`src/rtl/i2cp_pkg.sv`:
```
package i2cp_pkg;
    typedef enum logic [3:0] {
        ST_IDLE,
        ST_ADDR,
        ST_ADDR_ACK,
        ST_CMD,
        ST_CMD_ACK,
        ST_DATA,
        ST_DATA_ACK,
        ST_RD_BIT,
        ST_RD_ACK,
        ST_SKIP
    } i2cp_state_e;
endpackage

```
`src/rtl/i2cp_bus_cond.sv`:
```
module i2cp_bus_cond #(
    parameter int SYNC_STAGES = 2
) (
    input  logic clk,
    input  logic rst_n,
    input  logic scl_i,
    input  logic sda_i,
    output logic scl_rise,
    output logic scl_fall,
    output logic sda_s,
    output logic start_evt,
    output logic stop_evt
);
    localparam int LAST = SYNC_STAGES - 1;

    logic [LAST:0] scl_sync, sda_sync;
    logic scl_q, sda_q, scl_s;
    logic start_in_high;
    logic stop_raw;

    always_ff @(posedge clk or negedge rst_n) begin
        if (!rst_n) begin
            scl_sync      <= '1;
            sda_sync      <= '1;
            scl_q         <= 1'b1;
            sda_q         <= 1'b1;
            start_in_high <= 1'b0;
        end else begin
            scl_sync <= {scl_sync[LAST-1:0], scl_i};
            sda_sync <= {sda_sync[LAST-1:0], sda_i};
            scl_q    <= scl_s;
            sda_q    <= sda_s;
            if (start_evt)
                start_in_high <= 1'b1;
            else if (scl_fall)
                start_in_high <= 1'b0;
        end
    end

    always_comb begin
        scl_s     = scl_sync[LAST];
        sda_s     = sda_sync[LAST];
        scl_rise  = scl_s & ~scl_q;
        scl_fall  = ~scl_s & scl_q;
        start_evt = scl_q & scl_s & sda_q & ~sda_s;
        stop_raw  = scl_q & scl_s & ~sda_q & sda_s;
        stop_evt  = stop_raw & ~start_in_high;
    end

    // a STOP cannot follow a START while SCL has stayed high
    assert_no_stop_same_pulse_R11: assert property (@(posedge clk) disable iff (!rst_n)
        ($past(start_evt) && scl_s && scl_q) |-> !stop_evt);
endmodule

```
`src/rtl/i2cp_fsm.sv`:
```
module i2cp_fsm
    import i2cp_pkg::*;
#(
    parameter int REG_COUNT = 64
) (
    input  logic       clk,
    input  logic       rst_n,
    input  logic       scl_rise,
    input  logic       scl_fall,
    input  logic       sda_s,
    input  logic       start_evt,
    input  logic       stop_evt,
    input  logic [6:0] dev_addr,
    input  logic [7:0] reg_rdata,
    output logic       sda_oe,
    output logic [7:0] reg_addr,
    output logic       reg_wr,
    output logic [7:0] reg_wdata
);
    localparam int LAST_REG = REG_COUNT - 1;

    i2cp_state_e state, state_n;
    logic [2:0]  bitcnt, bitcnt_n;
    logic [7:0]  shreg, shreg_n, new_byte;
    logic [7:0]  ptr, ptr_n;
    logic        ack_on, ack_on_n;
    logic        wr_q, wr_n;
    logic [7:0]  wdata_q, wdata_n;

    always_ff @(posedge clk or negedge rst_n) begin
        if (!rst_n) begin
            state   <= ST_IDLE;
            bitcnt  <= '0;
            shreg   <= '0;
            ptr     <= '0;
            ack_on  <= 1'b0;
            wr_q    <= 1'b0;
            wdata_q <= '0;
        end else begin
            state   <= state_n;
            bitcnt  <= bitcnt_n;
            shreg   <= shreg_n;
            ptr     <= ptr_n;
            ack_on  <= ack_on_n;
            wr_q    <= wr_n;
            wdata_q <= wdata_n;
        end
    end

    always_comb begin
        state_n  = state;
        bitcnt_n = bitcnt;
        shreg_n  = shreg;
        ptr_n    = ptr;
        ack_on_n = ack_on;
        wr_n     = 1'b0;
        wdata_n  = wdata_q;
        new_byte = {shreg[6:0], sda_s};
        if (stop_evt) begin
            state_n  = ST_IDLE;
            ack_on_n = 1'b0;
        end else if (start_evt) begin
            state_n  = ST_ADDR;
            bitcnt_n = '0;
            ack_on_n = 1'b0;
        end else begin
            unique case (state)
                ST_IDLE, ST_SKIP: ;
                ST_ADDR: if (scl_rise) begin
                    shreg_n  = new_byte;
                    bitcnt_n = 3'(bitcnt + 3'd1);
                    if (bitcnt == 3'd7)
                        state_n = (new_byte[7:1] == dev_addr) ? ST_ADDR_ACK : ST_SKIP;
                end
                ST_CMD: if (scl_rise) begin
                    shreg_n  = new_byte;
                    bitcnt_n = 3'(bitcnt + 3'd1);
                    if (bitcnt == 3'd7) begin
                        if (int'(new_byte) < REG_COUNT) begin
                            ptr_n   = new_byte;
                            state_n = ST_CMD_ACK;
                        end else begin
                            state_n = ST_SKIP;
                        end
                    end
                end
                ST_DATA: if (scl_rise) begin
                    shreg_n  = new_byte;
                    bitcnt_n = 3'(bitcnt + 3'd1);
                    if (bitcnt == 3'd7) begin
                        wr_n    = 1'b1;
                        wdata_n = new_byte;
                        state_n = ST_DATA_ACK;
                    end
                end
                ST_ADDR_ACK, ST_CMD_ACK, ST_DATA_ACK: if (scl_fall) begin
                    if (!ack_on) begin
                        ack_on_n = 1'b1;
                    end else begin
                        ack_on_n = 1'b0;
                        bitcnt_n = '0;
                        if (state == ST_ADDR_ACK && shreg[0]) begin
                            state_n = ST_RD_BIT;
                            shreg_n = reg_rdata;
                        end else if (state == ST_ADDR_ACK) begin
                            state_n = ST_CMD;
                        end else if (state == ST_CMD_ACK) begin
                            state_n = ST_DATA;
                        end else begin
                            state_n = ST_SKIP;
                        end
                    end
                end
                ST_RD_BIT: if (scl_fall) begin
                    if (bitcnt == 3'd7) begin
                        state_n  = ST_RD_ACK;
                        bitcnt_n = '0;
                    end else begin
                        shreg_n  = {shreg[6:0], 1'b0};
                        bitcnt_n = 3'(bitcnt + 3'd1);
                    end
                end
                ST_RD_ACK: begin
                    if (scl_rise) begin
                        ptr_n    = (int'(ptr) == LAST_REG) ? 8'd0 : 8'(ptr + 8'd1);
                        ack_on_n = ~sda_s;
                    end else if (scl_fall) begin
                        ack_on_n = 1'b0;
                        if (ack_on) begin
                            state_n = ST_RD_BIT;
                            shreg_n = reg_rdata;
                        end else begin
                            state_n = ST_SKIP;
                        end
                    end
                end
                default: state_n = ST_IDLE;
            endcase
        end
    end

    always_comb begin
        sda_oe    = 1'b0;
        if (state == ST_ADDR_ACK || state == ST_CMD_ACK || state == ST_DATA_ACK)
            sda_oe = ack_on;
        else if (state == ST_RD_BIT)
            sda_oe = ~shreg[7];
        reg_addr  = ptr;
        reg_wr    = wr_q;
        reg_wdata = wdata_q;
    end

    assert_wr_single_R8: assert property (@(posedge clk) disable iff (!rst_n)
        reg_wr |=> !reg_wr);
    assert_wr_from_data_R9: assert property (@(posedge clk) disable iff (!rst_n)
        reg_wr |-> ($past(state) == ST_DATA));
    assert_ptr_range_R6: assert property (@(posedge clk) disable iff (!rst_n)
        int'(reg_addr) < REG_COUNT);
    assert_idle_ptr_hold_R5: assert property (@(posedge clk) disable iff (!rst_n)
        (state == ST_IDLE) |=> $stable(reg_addr));
    assert_release_on_stop_R12: assert property (@(posedge clk) disable iff (!rst_n)
        stop_evt |=> !sda_oe);
    assert_restart_addr_R10: assert property (@(posedge clk) disable iff (!rst_n)
        (start_evt && !stop_evt) |=> (state == ST_ADDR));
endmodule

```
`src/rtl/i2c_ptr_slave.sv`:
```
module i2c_ptr_slave #(
    parameter logic [4:0] ADDR_HI   = 5'b10100,
    parameter int         REG_COUNT = 64
) (
    input  logic       clk,
    input  logic       rst_n,
    input  logic       scl_i,
    input  logic       sda_i,
    input  logic [1:0] strap_i,
    output logic       sda_oe,
    output logic [7:0] reg_addr,
    output logic       reg_wr,
    output logic [7:0] reg_wdata,
    input  logic [7:0] reg_rdata
);
    logic [1:0] strap_q;
    logic       strap_done;
    logic       scl_rise, scl_fall, sda_s, start_evt, stop_evt;

    always_ff @(posedge clk or negedge rst_n) begin
        if (!rst_n) begin
            strap_q    <= '0;
            strap_done <= 1'b0;
        end else if (!strap_done) begin
            strap_q    <= strap_i;
            strap_done <= 1'b1;
        end
    end

    assert_strap_frozen_R2: assert property (@(posedge clk) disable iff (!rst_n)
        strap_done |=> $stable(strap_q));

    i2cp_bus_cond #(.SYNC_STAGES(2)) u_cond (
        .clk(clk), .rst_n(rst_n), .scl_i(scl_i), .sda_i(sda_i),
        .scl_rise(scl_rise), .scl_fall(scl_fall), .sda_s(sda_s),
        .start_evt(start_evt), .stop_evt(stop_evt)
    );

    i2cp_fsm #(.REG_COUNT(REG_COUNT)) u_fsm (
        .clk(clk), .rst_n(rst_n), .scl_rise(scl_rise), .scl_fall(scl_fall),
        .sda_s(sda_s), .start_evt(start_evt), .stop_evt(stop_evt),
        .dev_addr({ADDR_HI, strap_q}), .reg_rdata(reg_rdata),
        .sda_oe(sda_oe), .reg_addr(reg_addr), .reg_wr(reg_wr), .reg_wdata(reg_wdata)
    );
endmodule

```
`config.mk`:
```
export PLATFORM = sky130hd
export DESIGN_NAME = i2c_ptr_slave
export DESIGN_NICKNAME = d
export VERILOG_FILES = /design/src/rtl/i2cp_pkg.sv /design/src/rtl/i2cp_bus_cond.sv /design/src/rtl/i2cp_fsm.sv /design/src/rtl/i2c_ptr_slave.sv
export SDC_FILE = /design/constraint.sdc
export NUM_CORES = 1
export LEC_CHECK = 0
export BUFFER_PORTS_ARGS = -buffer_cell sky130_fd_sc_hd__buf_2
export CAP_MARGIN = 20
export CORE_MARGIN = 4
export CORE_UTILIZATION = 55
export CTS_CLUSTER_DIAMETER = 120
export CTS_CLUSTER_SIZE = 8
export DETAILED_ROUTE_END_ITERATION = 8
export PLACE_DENSITY = 0.82
export SYNTH_ARGS = -nofsm -noshare
export SYNTH_HDL_FRONTEND = slang
export SYNTH_SLANG_ARGS = --single-unit
```
`constraint.sdc`:
```
create_clock -name clk -period 2.45 [get_ports clk]
set_input_delay 0.49 -clock clk [delete_from_list [all_inputs] [get_ports clk]]
set_output_delay 0.49 -clock clk [all_outputs]
set_load 0.02 [all_outputs]
```
# Word level (Yosys, flattened, before mapping)
# Index checks and enable logic that the tools add are counted.
[op_classes]
addsub = 2
order_cmp = 1
n_eq_ne = 43
n_mux = 59
bitwise_logic = 16
n_reduce_logical = 18
[op_table]
columns = ["op", "n"]
rows = [
  ["two-way mux 8 bit", 14],
  ["two-way mux 4 bit", 20],
  ["case mux 8 bit (4 select lines)", 1],
  ["inequality test 4 bit, second input constant", 7],
  ["case mux 4 bit (7 select lines)", 1],
  ["inequality test 4 x 3 -> 1 bit, second input constant", 5],
  ["two-way mux 3 bit", 6],
  ["== test 4 x 3 -> 1 bit, second input constant", 4],
  ["case mux 8 bit (2 select lines)", 1],
  ["two-way mux 1 bit", 14],
  ["inequality test 2 bit, second input constant", 7],
  ["AND reduction 13 bit", 1],
  ["inequality test 2 x 1 -> 1 bit, second input constant", 6],
  ["AND reduction 12 bit", 1],
  ["nonzero test 4 bit", 3],
  ["inequality test 3 bit, second input constant", 3],
  ["case mux 3 bit (3 select lines)", 1],
  ["adder 8 x 1 -> 8 bit, second input constant", 1],
  ["bitwise AND 1 bit", 8],
  ["== test 4 x 2 -> 1 bit, second input constant", 2],
  ["== test 4 bit, second input constant", 2],
  ["== test 8 x 7 -> 1 bit, second input constant", 1],
  ["less-than comparator 8 x 7 -> 1 bit, second input constant", 1],
  ["NOT 1 bit", 8],
  ["other kinds (18)", 21],
]
[totals]
regBits = 43
input_bits = 14
out_inout_bits = 18
word_cells = 153

# Logic depth before layout (Yosys ltp)
# Gate-level depths: netlist of the first run.
[depth]
depth_word = 9
depth_mapped = 8
ltp_nobuf = 7

# By module
# Synthesis of the first run repeated with hierarchy kept, for this count alone.
[hier_totals]
hier_cells = 246
hier_area_um2 = 2491.1
[modules_own_cells]
columns = ["module", "instances", "cells_each", "area_each_um2", "seq_area_each_um2"]
rows = [
  ["i2cp_fsm", 1, 224, 2148.3, 825.8],
  ["i2cp_bus_cond", 1, 15, 237.7, 182.7],
  ["i2c_ptr_slave", 1, 7, 105.1, 75.1],
]

# Worst setup path after synthesis of the first run
# Ideal clock, no wire load.
[synth_path]
path_kind = "reg2out"
startpoint = "reg u_fsm.state[1]"
endpoint = "out sda_oe"
t_arrival_ns = 1.505
t_required_ns = 1.960
path_slack_ns = 0.455
path_stages_with_launch = 6
n_path_buf = 2
cell_sequence = "dfrtp_1 buf_6 buf_2 nand2_1 or3_1 a21oi_1"
[synth_between]
elab_chain_len = 4
elab_cells_between_ends = 8
classes_between = "eq/ne (4); mux (2); reduce/logical (2)"
[synth_rtl]
columns = ["element", "line_no", "text"]
rows = [
  ["start: declaration", "i2cp_fsm.sv:22", "i2cp_state_e state, state_n;"],
  ["start signal: assignment", "i2cp_fsm.sv:40", "state <= state_n;"],
  ["== test 4 x 2 -> 1 bit / == test 4 x 3 -> 1 bit (equally long branches)", "i2cp_fsm.sv:144", "if (state == ST_ADDR_ACK || state == ST_CMD_ACK || state == ST_DATA_ACK)"],
  ["logical OR 1 bit (2 in series)", "i2cp_fsm.sv:144", ""],
  ["two-way mux 1 bit (*)", "i2cp_fsm.sv:144", ""],
  ["end: declaration", "i2c_ptr_slave.sv:10", "output logic sda_oe,"],
]
# Mark *: on every way between the ends. The rest lies on a longest branch, timed or not.

# Worst setup path after layout of the first run
[layout_path]
startpoint = "reg u_fsm.state[2]"
endpoint = "out sda_oe"
# Same word-level chain as after synthesis.

==> Implementation_results.wiki, run 1 <==
{| class="wikitable"
! Metric !! Value
|-
| Avg WL per Cell || 16.81 um
|-
| Number of global-route vias before repair || 1,878
|-
| ANT cells || 0
|-
| Number of input and output port buffers inserted || 31
|-
| Cts bufs inserted || 5
|-
| Met3 Routed Length || 305 um
|-
| First-pass GRT wire length || 9.039 mm
|-
| Finished Core Util || 64.57%
|-
| Worst slew pin tran || 913.5 ps
|-
| Post-cts sizing count || 0
|-
| Vias per inst || 5.975
|-
| Row count || 24
|-
| IR Drop Worst-Case VDD || 0.0005565 V
|-
| Buffers and inverters on the worst path || 3
|-
| Routed met1 length || 2.410 mm
|-
| List of most frequent post-synthesis cells || 37 x dfrtp_1, 17 x mux2_2, 16 x nor2_1
|-
| Overall die width || 75.18 um
|-
| Final Cycle Share || 95.52%
|-
| Number of violations reported at the end of detailed-routing iteration 0 || 170
|-
| Register clock-pin slew on the reported worst setup and hold paths || 80 ps
|-
| Pleak || 1.304 nW
|-
| Leading cell types by total area after synthesis || dfrtp_1 37%, mux2_2 7.7%, dfstp_2 6.4%
|-
| Number of cells produced by synthesis || 234
|-
| Largest fanout on the critical path || 17
|-
| Routed Antenna Nets || 0
|-
| Worst reg-to-reg path cell count || 5
|-
| Effective utilization at floorplan || 57.01%
|-
| Status || finished clean
|-
| Reg2reg end || u_fsm.shreg[2]
|-
| Die area || 5652 um2
|-
| Max transition margin || 39.10%
|-
| Origin of the critical flop-to-flop path || u_fsm.state[3]
|-
| Part of the total power dissipated in sequential elements || 37.0%
|-
| Synth warn || 0
|-
| Hold violation count in the final report || 0
|-
| Number of antenna violations at the first check in global routing || 0
|-
| Arrival time reported for the critical path endpoint || 1850 ps
|-
| Buffer cell driving the clock tree root || clkbuf_8
|-
| Number of register bits inferred by synthesis || 43
|-
| Total DRC errors in the routed layout || 0
|-
| Final worst path period need || 2340 ps
|-
| Hold Crit Endpoint || u_cond.scl_sync[0]
|-
| Most common cell in the synthesized netlist || dfrtp_1
|-
| Overall power consumption || 3.061 mW
|-
| Top layer reached by signal wires || met4
|-
| First-pass DRT Iterations || 4
|-
| Gp weighted congestion || 0.9236
|-
| Core region area || 4354 um2
|-
| Number of buffers added to fix hold violations after cts || 0
|-
| Flip-flop cell with the highest count after synthesis || dfrtp_1
|-
| Combinational group share of total power || 42.0%
|-
| Pin count of the biggest net entering global routing || 44
|-
| Post-placement cell count || 311
|-
| Type of the most critical hold path || primary input to flop
|-
| Synth Net Count || 251
|-
| NetSw || 1.097 mW
|-
| Global router's overall resource usage || 21.04%
|-
| Clock tree from TritonCTS || done
|-
| Post-synth cell types || 61
|-
| Via count of the routed design || 1,906
|-
| Gate family responsible for the most delay along the worst path || buffers and inverters
|-
| Crit-path slowest cell || dfrtp_1
|-
| Final max-slew violation count || 0
|-
| Count of max-cap constraint violations || 0
|-
| Synth area leader || dfrtp_1
|-
| Kind of end point of the critical path || output port
|-
| Fraction of post-synthesis cell area in the top cell type by area || 37.30%
|-
| Signed area change from the synthesized netlist to the final layout || 13.26%
|-
| RSZ-0062 raised after global routing || no
|-
| Number of failing setup endpoints in the final timing report || 0
|-
| Detailed route wirelength on metal2 || 2.578 mm
|-
| Part of the total power dissipated in the clock network || 21.0%
|-
| Share of async-settable or async-resettable flops after synthesis || 100.0%
|-
| Post-synth EDFFs || 0
|-
| Critical path data required time || 1960 ps
|-
| Element type at the critical path start || flop
|-
| Syn_area_per_cell || 10.61 um2
|-
| Final total negative setup slack || 0 ps
|-
| Cell Count, Final, Fillers Out || 319
|-
| Register-to-register path setup slack || 280 ps
|-
| Critical path depth || 5
|-
| Sw frac || 35.83%
|-
| Launch instance of the worst min-delay path || scl_i
|-
| Summed instance area of the synthesized netlist || 2482 um2
|-
| Sinks on the clock net || 43
|-
| Max Clk Rate || 427.3 MHz
|-
| Crit-path max cell delay || 460 ps
|-
| Fin Clk Skew || 10.24 ps
|-
| Setup fix buffers added after clock tree synthesis || 0
|-
| Critical path start-end classification || flop to output port
|-
| Number of buffers on the longest clock path || 2
|-
| Power per cell area || 1089 nW/um2
|-
| Internal power || 1.964 mW
|-
| HPWL after detailed placement || 3.796 mm
|-
| Ordered list of cells on the worst path || buf_4, inv_2, or3_1, a21oi_1, buf_2
|-
| Final #Nets || 283
|-
| GR Overflow Total || 0
|-
| Sequential-to-total area share from yosys stat || 43.65%
|-
| H-tree Lvls || 2
|-
| I/O pins || 32
|-
| Hold Crit Depth || 1
|-
| Clock latency at the later pin of the worst-skew pair || 300 ps
|-
| Share of cells above drive strength 1 || 32.58%
|-
| Die Y || 75.18 um
|-
| DRT Wirelength || 5.363 mm
|}
-- worst max path at each step --
stage / startpoint / end / slack, ps
floorplan: u_fsm.state[1] / sda_oe / 450
global placement: u_fsm.state[3] / u_fsm.shreg[5] / 350
detailed placement: u_fsm.state[3] / u_fsm.shreg[0] / 320
CTS: u_fsm.state[2] / sda_oe / 130
global route: u_fsm.state[2] / sda_oe / 30
finish: u_fsm.state[2] / sda_oe / 110
-- metrics by stage --
step           worst slack [ps]  hold WS, ps  area, um2
2_1_floorplan             454.7        194.4       2482
3_3_place_gp              352.1        345.6       2679
3_5_place_dp              317.4        347.6       2679
4_1_cts                   129.4        285.6       2811
5_1_grt                   31.74        280.2       2811
6_report                  109.7        294.7       2811
-- kinds of logic after synthesis --
group                      Yosys count  synth area share [%]
AOI/OAI and AO/OA                   60                 17.09
xor gates and xnor gates             4                 1.412
adders and majority gates            3                 1.512
buffers and inverters               20                 3.982
DFF                                 43                 43.65
muxes                               33                 16.28
other                                1                0.1511
and+or+nand+nor                     70                 15.93
-- cell type report --
cell class	instances	area, um2
clock buffer	6	72.57
clock inverter	2	60.06
fill	349	1543
inverter	8	30.03
multi-input combinational	171	1300
sequential	43	1084
tap	52	65.06
timing repair buffer	37	200.2
-- layer usage --
metal / vias up / track usage, %
li1: 920 / -
met2: 56 / 32.30
met4: 0 / 7.573
met3: 8 / 5.474
met1: 922 / 28.83
met5: - / 0
-- cells in the final DEF (no fill, tap or decap), types with 4 or more instances in the layout --
cell type	instances
a31oi_1	6
o21ai_1	10
dfstp_2	6
nand2_1	14
nor3_1	4
nand3_1	5
and3_1	4
dfrtp_1	37
nand2b_1	4
buf_4	6
buf_2	31
a21oi_1	14
mux2_2	17
o21ai_0	7
mux2i_1	4
clkbuf_8	5
inv_1	7
nor2_1	16
mux2_4	10
-- power groups by stage --
stage,clock [mW],combinational (mW),sequential (mW)
after floorplan,0,1.01,1.10
after global routing,0.681,1.40,1.17
after detailed placement,0,1.27,1.14
after global placement,0,1.23,1.13
final,0.643,1.29,1.13
after CTS,0.654,1.28,1.13
-- sequential cells by signal, indices dropped and copies added, names as in the netlist --
register,cells
u_fsm.state,4
u_cond.start_in_high,1
u_cond.sda_q,1
u_fsm.ack_on,1
u_cond.sda_sync,2
u_fsm.reg_addr,8
strap_q,2
u_fsm.bitcnt,3
strap_done,1
u_fsm.reg_wr,1
u_fsm.shreg,8
u_cond.scl_q,1
u_cond.scl_sync,2
u_fsm.reg_wdata,8
Note: power is estimated with default switching activity, not from simulation.
==> inputs of run 2 (changes only) <==
CORE_UTILIZATION = 40   (was 55)
PLACE_DENSITY = 0.65   (was 0.82)
SYNTH_HIERARCHICAL = 1   (was default)
==> run 2 against run 1 <==
  * Via count is 4.9% higher
  * Final cell count is 14% higher
  * Routed wire length is 4.5% higher
  * Critical endpoint is now u_fsm/shreg[0]
==> Implementation_results.wiki, run 2 <==
{| class="wikitable"
! Metric !! Value
|-
| Number of buffers added to fix hold violations after cts || 0
|-
| Number of global-route vias before repair || 1,978
|-
| Post-synth cell types || 57
|-
| Summed instance area of the synthesized netlist || 2491 um2
|-
| Syn_area_per_cell || 10.13 um2
|-
| NetSw || 0.7257 mW
|-
| Setup slack after placement || 61.22 ps
|-
| Gate family responsible for the most delay along the worst path || simple AND/OR/NAND/NOR gates
|-
| Critical path data required time || 2630 ps
|-
| Crit-path slowest cell || dfstp_2
|-
| Worst slew pin tran || 679.5 ps
|-
| Vias per inst || 5.495
|-
| Via count of the routed design || 2,000
|-
| Kind of end point of the critical path || flop
|-
| Part of the total power dissipated in the clock network || 28.9%
|-
| Final std cell area, no fill || 2932 um2
|-
| Fin Clk Skew || 6.469 ps
|-
| Cts bufs inserted || 5
|-
| Buffer cell driving the clock tree root || clkbuf_8
|-
| Power per cell area || 781.0 nW/um2
|-
| Final #Nets || 305
|-
| Global router's overall resource usage || 16.13%
|-
| ANT cells || 0
|-
| Critical path start-end classification || flop to flop
|-
| HPWL after detailed placement || 4.037 mm
|-
| Register clock-pin slew on the reported worst setup and hold paths || 80 ps
|-
| Signed area change from the synthesized netlist to the final layout || 17.68%
|-
| Routed Antenna Nets || 0
|-
| Flip-flop cell with the highest count after synthesis || dfrtp_1
|-
| Overall power consumption || 2.290 mW
|-
| Die Y || 86.92 um
|-
| Clock tree from TritonCTS || done
|-
| Placement-stage cell area || 2791 um2
|-
| Element type at the critical path start || flop
|-
| Final total negative setup slack || 0 ps
|-
| Count of max-cap constraint violations || 0
|-
| First-pass DRT Iterations || 4
|-
| Most common library cell in the layout ignoring fill and taps || dfrtp_1
|-
| Max transition margin || 54.54%
|-
| Share of cells above drive strength 1 || 30.45%
|-
| Largest fanout on the critical path || 8
|-
| Final worst-path setup slack || 160.8 ps
|-
| Part of the total power dissipated in sequential elements || 43.2%
|-
| Combinational group share of total power || 27.9%
|-
| Worst hold slack || 255.0 ps
|-
| Number of violations reported at the end of detailed-routing iteration 0 || 131
|-
| Share of async-settable or async-resettable flops after synthesis || 100.0%
|-
| RSZ-0062 raised after global routing || no
|-
| IR Drop Worst-Case VDD || 0.0004402 V
|-
| Sinks on the clock net || 43
|-
| DRT Wirelength || 5.602 mm
|-
| Total DRC errors in the routed layout || 0
|-
| Sw frac || 31.70%
|-
| Post-synth EDFFs || 0
|-
| Number of cells produced by synthesis || 246
|-
| Sequential-to-total area share from yosys stat || 43.50%
|-
| Die area || 7554 um2
|-
| Clock latency at the later pin of the worst-skew pair || 300 ps
|-
| Most common cell in the synthesized netlist || dfrtp_1
|-
| Status || finished clean
|-
| Overall die width || 86.92 um
|-
| First-pass GRT wire length || 9.618 mm
|-
| Buffers and inverters on the worst path || 0
|-
| Crit-path max cell delay || 560 ps
|-
| Post-cts sizing count || 0
|-
| Pleak || 1.349 nW
|-
| Number of buffers on the longest clock path || 2
|-
| Final Cycle Share || 93.44%
|-
| Pin count of the biggest net entering global routing || 44
|-
| Leading cell types by total area after synthesis || dfrtp_1 37%, mux2_2 8.6%, dfstp_2 6.3%
|-
| List of most frequent post-synthesis cells || 37 x dfrtp_1, 19 x a21oi_1, 19 x mux2_2
|-
| Number of input and output port buffers inserted || 31
|-
| Gp weighted congestion || 0.8947
|-
| Post-placement cell count || 356
|-
| Final max-slew violation count || 0
|-
| Most frequent cells in the layout || 37 x dfrtp_1, 31 x buf_2, 19 x mux2_2, 19 x a21oi_1, 16 x nor2_1
|-
| Cell Count, Final, Fillers Out || 364
|-
| Number of register bits inferred by synthesis || 43
|-
| Effective utilization at floorplan || 41.58%
|-
| Internal power || 1.564 mW
|-
| Avg WL per Cell || 15.39 um
|-
| I/O pins || 32
|-
| Synth area leader || dfrtp_1
|-
| Type of the most critical hold path || primary input to async pin
|-
| Ordered list of cells on the worst path || nor2b_1, nor2_1, a2111oi_0, o2bb2ai_1, nand3_2, mux2_2
|-
| Final worst path period need || 2289 ps
|-
| Finished Core Util || 48.93%
|-
| H-tree Lvls || 2
|-
| Synth warn || 6
|-
| Fraction of post-synthesis cell area in the top cell type by area || 37.17%
|-
| Setup fix buffers added after clock tree synthesis || 0
|-
| Number of failing setup endpoints in the final timing report || 0
|-
| Arrival time reported for the critical path endpoint || 2470 ps
|-
| Row count || 28
|-
| GR Overflow Total || 0
|-
| Max Clk Rate || 436.8 MHz
|-
| Core region area || 5991 um2
|-
| Number of antenna violations at the first check in global routing || 0
|-
| Hold violation count in the final report || 0
|}
==> run 2: changes by cell type in the layout (fill, tap and decap cells not counted), sizes merged, moves of 4 or more <==
cell	previous run	this run
buf	37	46
nor2b	2	7
o21ai	19	11
conb	1	6
a22o	0	4
nor3b	2	7
a21oi	14	19
xor2	1	7
a31oi	6	2
==> run 2: final cells by class <==
class | instances | area (um2)
Multi-Input combinational cell | 187 | 1331
Timing Repair Buffer | 46 | 267.8
Clock inverter | 3 | 67.56
Inverter | 5 | 18.77
Clock buffer | 5 | 68.82
Tap cell | 75 | 93.84
Sequential cell | 43 | 1084
Fill cell | 561 | 3059
==> run 2: power groups by stage <==
stage,sequential [mW],combinational [mW],clock (mW)
after floorplan,0.959,0.478,0
after detailed placement,1.01,0.636,0
after global placement,1.00,0.625,0
after global routing,1.01,0.711,0.707
final,0.990,0.638,0.661
after CTS,0.992,0.640,0.680
==> run 2: final timing paths <==
check                                         from                  to  slack [ps]  cells after the start
min in group clk                             sda_i  u_cond/sda_sync[0]         280                      1
worst max-delay path            u_cond/scl_sync[1]      u_fsm/shreg[0]         160                      6
worst max register to register  u_cond/scl_sync[1]      u_fsm/shreg[0]         160                      6
worst min register to register  u_cond/scl_sync[0]  u_cond/scl_sync[1]         360                      0
max in group asynchronous                    rst_n  u_cond/sda_sync[0]        1810                      2
worst min-delay path                         rst_n     u_fsm/bitcnt[0]         250                      2
==> run 2: layer usage <==
layer / global-route usage, % / up-vias / part of all wire [%]
met1: 22.46 / 964 / 46
met2: 24.64 / 47 / 48
met5: 0 / - / 0
met3: 2.744 / 14 / 3.6
li1: - / 975 / -
met4: 7.082 / 0 / 2.6
==> run 2: cell families (layout without fill, tap and decap cells) <==
family                     count (synthesis)  count (layout)  share of synthesized area [%]
and+or+nand+nor                           79              79                          18.43
AOI/OAI and AO/OA                         62              62                          16.68
DFF                                       43              43                          43.50
muxes                                     29              29                          12.96
buffers and inverters                     20              59                          3.817
xor gates and xnor gates                   8               8                          2.813
adders and majority gates                  3               3                          1.507
other                                      2               6                         0.3015
